==> src/rtl/fgb_pkg.sv <==
package fgb_pkg;
  localparam int unsigned ADDR_W     = 32;
  localparam int unsigned INST_W     = 32;
  localparam int unsigned INST_BYTES = 4;
  localparam int unsigned INST_SHIFT = 2;

  typedef logic [ADDR_W-1:0] addr_t;
  typedef logic [INST_W-1:0] inst_t;

  // Reason a fetch group stopped; exactly one per hit cycle.
  typedef enum logic [2:0] {
    END_NONE,
    END_LINE,
    END_WIDTH,
    END_TURN,
    END_QUIESCE
  } group_end_e;

  function automatic addr_t seq_next(addr_t a);
    return a + addr_t'(INST_BYTES);
  endfunction

  function automatic addr_t line_align(addr_t a, int unsigned loff);
    addr_t mask;
    mask = (addr_t'(1) << loff) - addr_t'(1);
    return a & ~mask;
  endfunction
endpackage

==> src/rtl/fgb_line_match.sv <==
module fgb_line_match
  import fgb_pkg::*;
#(
  parameter int unsigned LOFF  = 5,
  parameter int unsigned IDX_W = 3
) (
  input  logic             fetch_en,
  input  logic             redirect,
  input  logic             line_valid,
  input  addr_t            line_base,
  input  addr_t            pc,
  output logic             hit,
  output logic             req,
  output addr_t            req_addr,
  output logic [IDX_W-1:0] start_word
);
  logic  want;
  logic  covers;
  addr_t aligned;

  always_comb begin
    aligned    = line_align(pc, LOFF);
    want       = fetch_en && !redirect;
    covers     = line_valid && (line_base == aligned);
    hit        = want && covers;
    req        = want && !covers;
    req_addr   = aligned;
    start_word = pc[LOFF-1:INST_SHIFT];
  end
endmodule

==> src/rtl/fgb_slot_step.sv <==
module fgb_slot_step
  import fgb_pkg::*;
#(
  parameter int unsigned WORDS = 8,
  parameter int unsigned IDX_W = 3
) (
  input  logic                    alive_in,
  input  logic [IDX_W:0]          pos,
  input  logic [WORDS*INST_W-1:0] line,
  input  addr_t                   in_pc,
  input  addr_t                   in_npc,
  input  logic                    is_ctrl,
  input  logic                    taken,
  input  addr_t                   target,
  input  logic                    quiesce,
  output logic                    valid,
  output inst_t                   inst,
  output addr_t                   slot_pc,
  output addr_t                   pred,
  output addr_t                   out_pc,
  output addr_t                   out_npc,
  output logic                    alive_out,
  output group_end_e              cause
);
  logic  in_line;
  logic  last_word;
  logic  turn;
  addr_t seq;
  addr_t nxt;

  always_comb begin
    in_line   = pos < (IDX_W+1)'(WORDS);
    last_word = pos == (IDX_W+1)'(WORDS - 1);
    valid     = alive_in && in_line;
    seq       = seq_next(in_pc);
    if (!is_ctrl)   nxt = in_npc;
    else if (taken) nxt = target;
    else            nxt = seq;
    turn      = nxt != seq;

    inst      = '0;
    slot_pc   = '0;
    pred      = '0;
    out_pc    = in_pc;
    out_npc   = in_npc;
    alive_out = 1'b0;
    cause     = END_NONE;
    if (valid) begin
      inst    = line[int'(pos[IDX_W-1:0])*INST_W +: INST_W];
      slot_pc = in_pc;
      pred    = nxt;
      out_pc  = nxt;
      out_npc = seq_next(nxt);
      if (quiesce)        cause = END_QUIESCE;
      else if (turn)      cause = END_TURN;
      else if (last_word) cause = END_LINE;
      else                alive_out = 1'b1;
    end
  end
endmodule

==> src/rtl/fgb_pc_state.sv <==
module fgb_pc_state
  import fgb_pkg::*;
#(
  parameter addr_t RESET_PC = 32'h0000_1000
) (
  input  logic  clk,
  input  logic  rst_n,
  input  logic  load_redirect,
  input  addr_t redirect_pc,
  input  addr_t redirect_npc,
  input  logic  load_group,
  input  addr_t group_pc,
  input  addr_t group_npc,
  output addr_t pc_q,
  output addr_t npc_q
);
  always_ff @(posedge clk) begin
    if (!rst_n) begin
      pc_q  <= RESET_PC;
      npc_q <= seq_next(RESET_PC);
    end else if (load_redirect) begin
      pc_q  <= redirect_pc;
      npc_q <= redirect_npc;
    end else if (load_group) begin
      pc_q  <= group_pc;
      npc_q <= group_npc;
    end
  end
endmodule

==> src/rtl/fetch_group_builder.sv <==
module fetch_group_builder
  import fgb_pkg::*;
#(
  parameter int unsigned W          = 4,
  parameter int unsigned LINE_BYTES = 32,
  parameter logic [31:0] RESET_PC   = 32'h0000_1000
) (
  input  logic                  clk,
  input  logic                  rst_n,
  input  logic                  fetch_en_i,
  input  logic                  redirect_i,
  input  logic [31:0]           redirect_pc_i,
  input  logic [31:0]           redirect_npc_i,
  input  logic                  line_valid_i,
  input  logic [31:0]           line_base_i,
  input  logic [8*LINE_BYTES-1:0] line_data_i,
  input  logic [W-1:0]          bp_ctrl_i,
  input  logic [W-1:0]          bp_taken_i,
  input  logic [32*W-1:0]       bp_target_i,
  input  logic [W-1:0]          quiesce_i,
  output logic [W-1:0]          slot_valid_o,
  output logic [32*W-1:0]       slot_inst_o,
  output logic [32*W-1:0]       slot_pc_o,
  output logic [32*W-1:0]       slot_pred_o,
  output logic                  line_req_o,
  output logic [31:0]           line_req_addr_o,
  output logic                  quiesce_o,
  output logic [31:0]           pc_o,
  output logic [31:0]           npc_o,
  output logic [31:0]           nnpc_o
);
  localparam int unsigned WORDS = LINE_BYTES / INST_BYTES;
  localparam int unsigned LOFF  = $clog2(LINE_BYTES);
  localparam int unsigned IDX_W = $clog2(WORDS);

  addr_t            pc_q, npc_q;
  logic             hit_w;
  logic [IDX_W-1:0] start_word;
  addr_t            chain_pc  [W+1];
  addr_t            chain_npc [W+1];
  logic [W:0]       alive;
  group_end_e       slot_end  [W];
  group_end_e       group_end;
  logic [W-1:0]     slot_q;

  fgb_line_match #(.LOFF(LOFF), .IDX_W(IDX_W)) u_match (
    .fetch_en   (fetch_en_i),
    .redirect   (redirect_i),
    .line_valid (line_valid_i),
    .line_base  (line_base_i),
    .pc         (pc_q),
    .hit        (hit_w),
    .req        (line_req_o),
    .req_addr   (line_req_addr_o),
    .start_word (start_word)
  );

  assign alive[0]     = hit_w;
  assign chain_pc[0]  = pc_q;
  assign chain_npc[0] = npc_q;

  for (genvar k = 0; k < W; k++) begin : g_slot
    logic [IDX_W:0] pos;
    logic           v;
    assign pos = {1'b0, start_word} + (IDX_W+1)'(k);

    fgb_slot_step #(.WORDS(WORDS), .IDX_W(IDX_W)) u_step (
      .alive_in  (alive[k]),
      .pos       (pos),
      .line      (line_data_i),
      .in_pc     (chain_pc[k]),
      .in_npc    (chain_npc[k]),
      .is_ctrl   (bp_ctrl_i[k]),
      .taken     (bp_taken_i[k]),
      .target    (bp_target_i[k*32 +: 32]),
      .quiesce   (quiesce_i[k]),
      .valid     (v),
      .inst      (slot_inst_o[k*32 +: 32]),
      .slot_pc   (slot_pc_o[k*32 +: 32]),
      .pred      (slot_pred_o[k*32 +: 32]),
      .out_pc    (chain_pc[k+1]),
      .out_npc   (chain_npc[k+1]),
      .alive_out (alive[k+1]),
      .cause     (slot_end[k])
    );
    assign slot_valid_o[k] = v;
    assign slot_q[k]       = v && quiesce_i[k];
  end

  always_comb begin
    group_end = END_NONE;
    for (int k = 0; k < W; k++) begin
      if (slot_end[k] != END_NONE) group_end = slot_end[k];
    end
    if (alive[W]) group_end = END_WIDTH;
  end

  assign quiesce_o = |slot_q;

  fgb_pc_state #(.RESET_PC(RESET_PC)) u_state (
    .clk           (clk),
    .rst_n         (rst_n),
    .load_redirect (redirect_i),
    .redirect_pc   (redirect_pc_i),
    .redirect_npc  (redirect_npc_i),
    .load_group    (hit_w),
    .group_pc      (chain_pc[W]),
    .group_npc     (chain_npc[W]),
    .pc_q          (pc_q),
    .npc_q         (npc_q)
  );

  assign pc_o   = pc_q;
  assign npc_o  = npc_q;
  assign nnpc_o = seq_next(npc_q);
endmodule

==> config.mk <==
export PLATFORM = sky130hd
export DESIGN_NAME = fetch_group_builder
export DESIGN_NICKNAME = d
export VERILOG_FILES = /design/src/rtl/fgb_pkg.sv /design/src/rtl/fgb_line_match.sv /design/src/rtl/fgb_slot_step.sv /design/src/rtl/fgb_pc_state.sv /design/src/rtl/fetch_group_builder.sv
export SDC_FILE = /design/constraint.sdc
export NUM_CORES = 2
export LEC_CHECK = 0
export ABC_CLOCK_PERIOD_IN_PS = 20500
export BUFFER_PORTS_ARGS = -buffer_cell sky130_fd_sc_hd__buf_2
export CORE_AREA = 2 2 390 392
export DETAILED_ROUTE_END_ITERATION = 8
export DIE_AREA = 0 0 392 394
export PLACE_DENSITY = 0.49
export SYNTH_ARGS = -nofsm -noshare
export SYNTH_HDL_FRONTEND = slang
export SYNTH_SLANG_ARGS = --single-unit
==> constraint.sdc <==
create_clock -name clk -period 20.5 [get_ports clk]
set_input_delay 4.1 -clock clk [delete_from_list [all_inputs] [get_ports clk]]
set_output_delay 4.1 -clock clk [all_outputs]
set_load 0.01 [all_outputs]
==> impl_results.md <==
* Crit path largest cell delay at 1.03 ns
* Cells after Synth at 3,960
* Nets at 5,273
* Peak Freq at 53.5 MHz
* Synth Register Bits at 64
* Initial Util at 19.2%
* CP arrival at 14.61 ns
* Via density at 5.91
* Die Y at 394 µm
* Hold Startpoint: u_state.pc_q[29]
* Commonest register cell after synthesis: dfxtp_1
* Setup bufs post-CTS at 0
* Resized Gates After CTS at 0
* Synth Area in Compound Gates at 24.0%
* Max cap viols at 1
* Gpl congestion at 1.04
* Outcome: complete, but fails checks
* Root Buffer: clkbuf_16
* DRC errors left at 1
* Setup CP Type: in -> out
* Vias in the first global route at 38,100
* Slew @ Worst Pin at 1.52 ns
* Flop2flop setup slack at 8.36 ns
* XOR/XNOR Fraction of Synth Area at 8.78%
* R2r startpoint: u_state.pc_q[12]
* Total wire length at 273,000 µm
* Data required, critical path at 16.40 ns
* Placed cells at 6,780
* Drt wl/cell at 39.8 µm
* Die area at 0.154 mm²
* R2r endpoint: u_state.pc_q[26]
* Final cell count without fillers at 6,853
* Setup_tns at 0 ns
* Worst slew margin at -1.72%
* 1st-iter DRT viols at 4,827
* RSZ-0062 raised after global routing: false
* Clock buffer depth at 2
* I/O pin cnt at 1,015
* CP max stage cell: a211oi_1
* Area Overhead vs Synth at 26.3%
* Leakage power total at 14.7 nW
* Async set-or-reset flop fraction in the synthesized netlist at 0%
* Commonest cells after routing, fill and taps aside: buf_2 (1,009), nor2_1 (508), nand2_1 (415)
* Die Wd at 392 µm
* Post-synth EDFFs at 0
* Commonest non-fill, non-tap cell in the layout: buf_2
* Hold path depth at 2
* Area of the multi-input gates at 0.0257 mm²
* Hpwl dp at 225,000 µm
* Filler cell count at 17,100
* Slew Viols, Final at 5
* Sequential-to-total area share from yosys stat at 4.42%
* Clock Skews at 0.0163 ns
* Via Count at 40,500
* First drt pass iteration count at 9
* Fin crit period at 18.71 ns
* Main combinational cell family by area after synthesis: simple AND/OR/NAND/NOR gates
* Antenna violations before repair at 103
* TritonCTS buffer count at 9
* FP Rows at 143
* Simple-gate portion of the synthesized area at 29.4%
* Clk pin slew, worst setup/hold paths at 0.07 ns
* Area taken by flip-flops and latches at 0.00129 mm²
* Failing checks: design-rule violations, max-capacitance violations, max-slew violations
* Largest net degree at the start of global routing at 85
* PwrDens at 29.9 mW/mm²
* Area of the mapped netlist at 0.0290 mm²
* Final worst path period share at 91.3%
* TritonCTS sink count at 64
* Syn avg cell area at 7.32 µm²
* GRT Overall Usage at 33.6%
* Core area at 0.151 mm²
* CTS tree: built
* Total congestion overflow at 0
* Synth unique cells at 117
* IO Port Bufs at 1,009
* Setup crit end kind: primary output
* Final hold violations at 0
* Worst Hold End: u_state.pc_q[29]
* Worst-case reg-to-reg path depth at 38
* Post-Synth Adder-Cell Area at 0.647%
* Critical path fanouts, max at 84
* Hold Crit Class: reg -> reg
* H-Tree Depth at 3
* Post-CTS Hold Fix Bufs at 0
* Mux cell area share after synthesis at 25.6%
* Worst-Skew Late Latency at 0.37 ns
* Layout cells sized above 1 at 33.7%
* Post-route ant nets at 0
* Final setup fails at 0
* Startpoint types: input port
* Synth Warn # at 0
* Global-route wire length before repair at 354,000 µm
* VDD IR max at 0.0000262 V
-- per-layer routing --
layer	routed length (µm)	global-route usage [%]
met1	97100	37.7
met2	121000	52.7
met3	26700	9.09
met4	27100	28.2
met5	304	0
-- area by class of cell --
class	instances	share of cell area, %
Multi-Input combinational cell	3438	70.3
Timing Repair Buffer	1182	17.4
Tap cell	2030	6.94
Sequential cell	64	3.54
Inverter	66	0.680
Clock buffer	10	0.653
Antenna cell	57	0.389
Clock inverter	6	0.120
-- critical path, delay by kind of cell --
kind,cells,cell delay (ns)
adders and majority gates,1,0.36
xor gates and xnor gates,4,0.57
and+or+nand+nor,12,4.19
muxes,1,0.49
AOI/OAI and AO/OA,6,3.35
buffers and inverters,7,1.37
-- cell usage after synthesis, types with 50 or more instances --
master	number	share of area, %
buf_2	50	0.86
nand2_1	415	5.4
nand3_1	132	2.3
nor4_1	61	1.3
nand4_1	82	1.8
a21oi_1	272	4.7
xor2_1	99	3.0
and2_1	85	1.8
dfxtp_1	64	4.4
and3_1	65	1.4
mux4_2	256	20
o21ai_0	154	2.7
nor2_1	509	6.6
buf_1	50	0.65
mux2i_1	143	4.9
nor3_1	106	1.8
buf_4	57	1.5
inv_1	60	0.78
a22oi_1	51	1.3
clkbuf_1	230	3.0
xnor2_1	189	5.7
-- per-stage QoR --
stage                     area, µm²  utilization, %  setup WS (ns)  power (W)  hold WS (ns)
final                         36600            24.3           1.79    0.00110         0.545
after CTS                     36500            24.2           2.09    0.00108         0.550
after global placement        36200            24.0           2.16   0.000921         0.520
after detailed placement      36200            24.0           2.12   0.000920         0.530
after floorplan               29000               -           2.75   0.000575         0.623
after global routing          36500            24.2           1.41    0.00113         0.595
-- power by group --
part	internal, W	switching [W]
registers	0.000131	0.0000147
logic	0.000288	0.000505
clock network	0.0000856	0.0000721
total	0.000504	0.000592
-- registers in the layout, indices dropped and copies added, names as in the netlist --
| register | count |
|---|---|
| u_state.pc_q | 32 |
| u_state.npc_q | 32 |
-- worst max-delay path by stage --
stage / from / to / slack [ns] / cells past startpoint
2_1_floorplan: line_base_i[0] / slot_pred_o[122] / 2.75 / 42
3_3_place_gp: line_base_i[10] / slot_pred_o[98] / 2.16 / 31
3_5_place_dp: line_base_i[10] / slot_pred_o[98] / 2.12 / 31
4_1_cts: line_base_i[10] / slot_pred_o[98] / 2.09 / 31
5_1_grt: line_base_i[10] / slot_pred_o[122] / 1.41 / 37
6_report: line_base_i[10] / slot_pc_o[98] / 1.79 / 31
-- logic make-up (layout without fill, tap and decap cells) --
kind of cell	Yosys count	count (layout)
other	1	62
adders and majority gates	15	15
buffers and inverters	462	1264
and+or+nand+nor	1703	1703
AOI/OAI and AO/OA	1008	1008
xor gates and xnor gates	289	289
muxes	418	418
DFF	64	64
No activity file was read; power rests on OpenSTA's default activity.
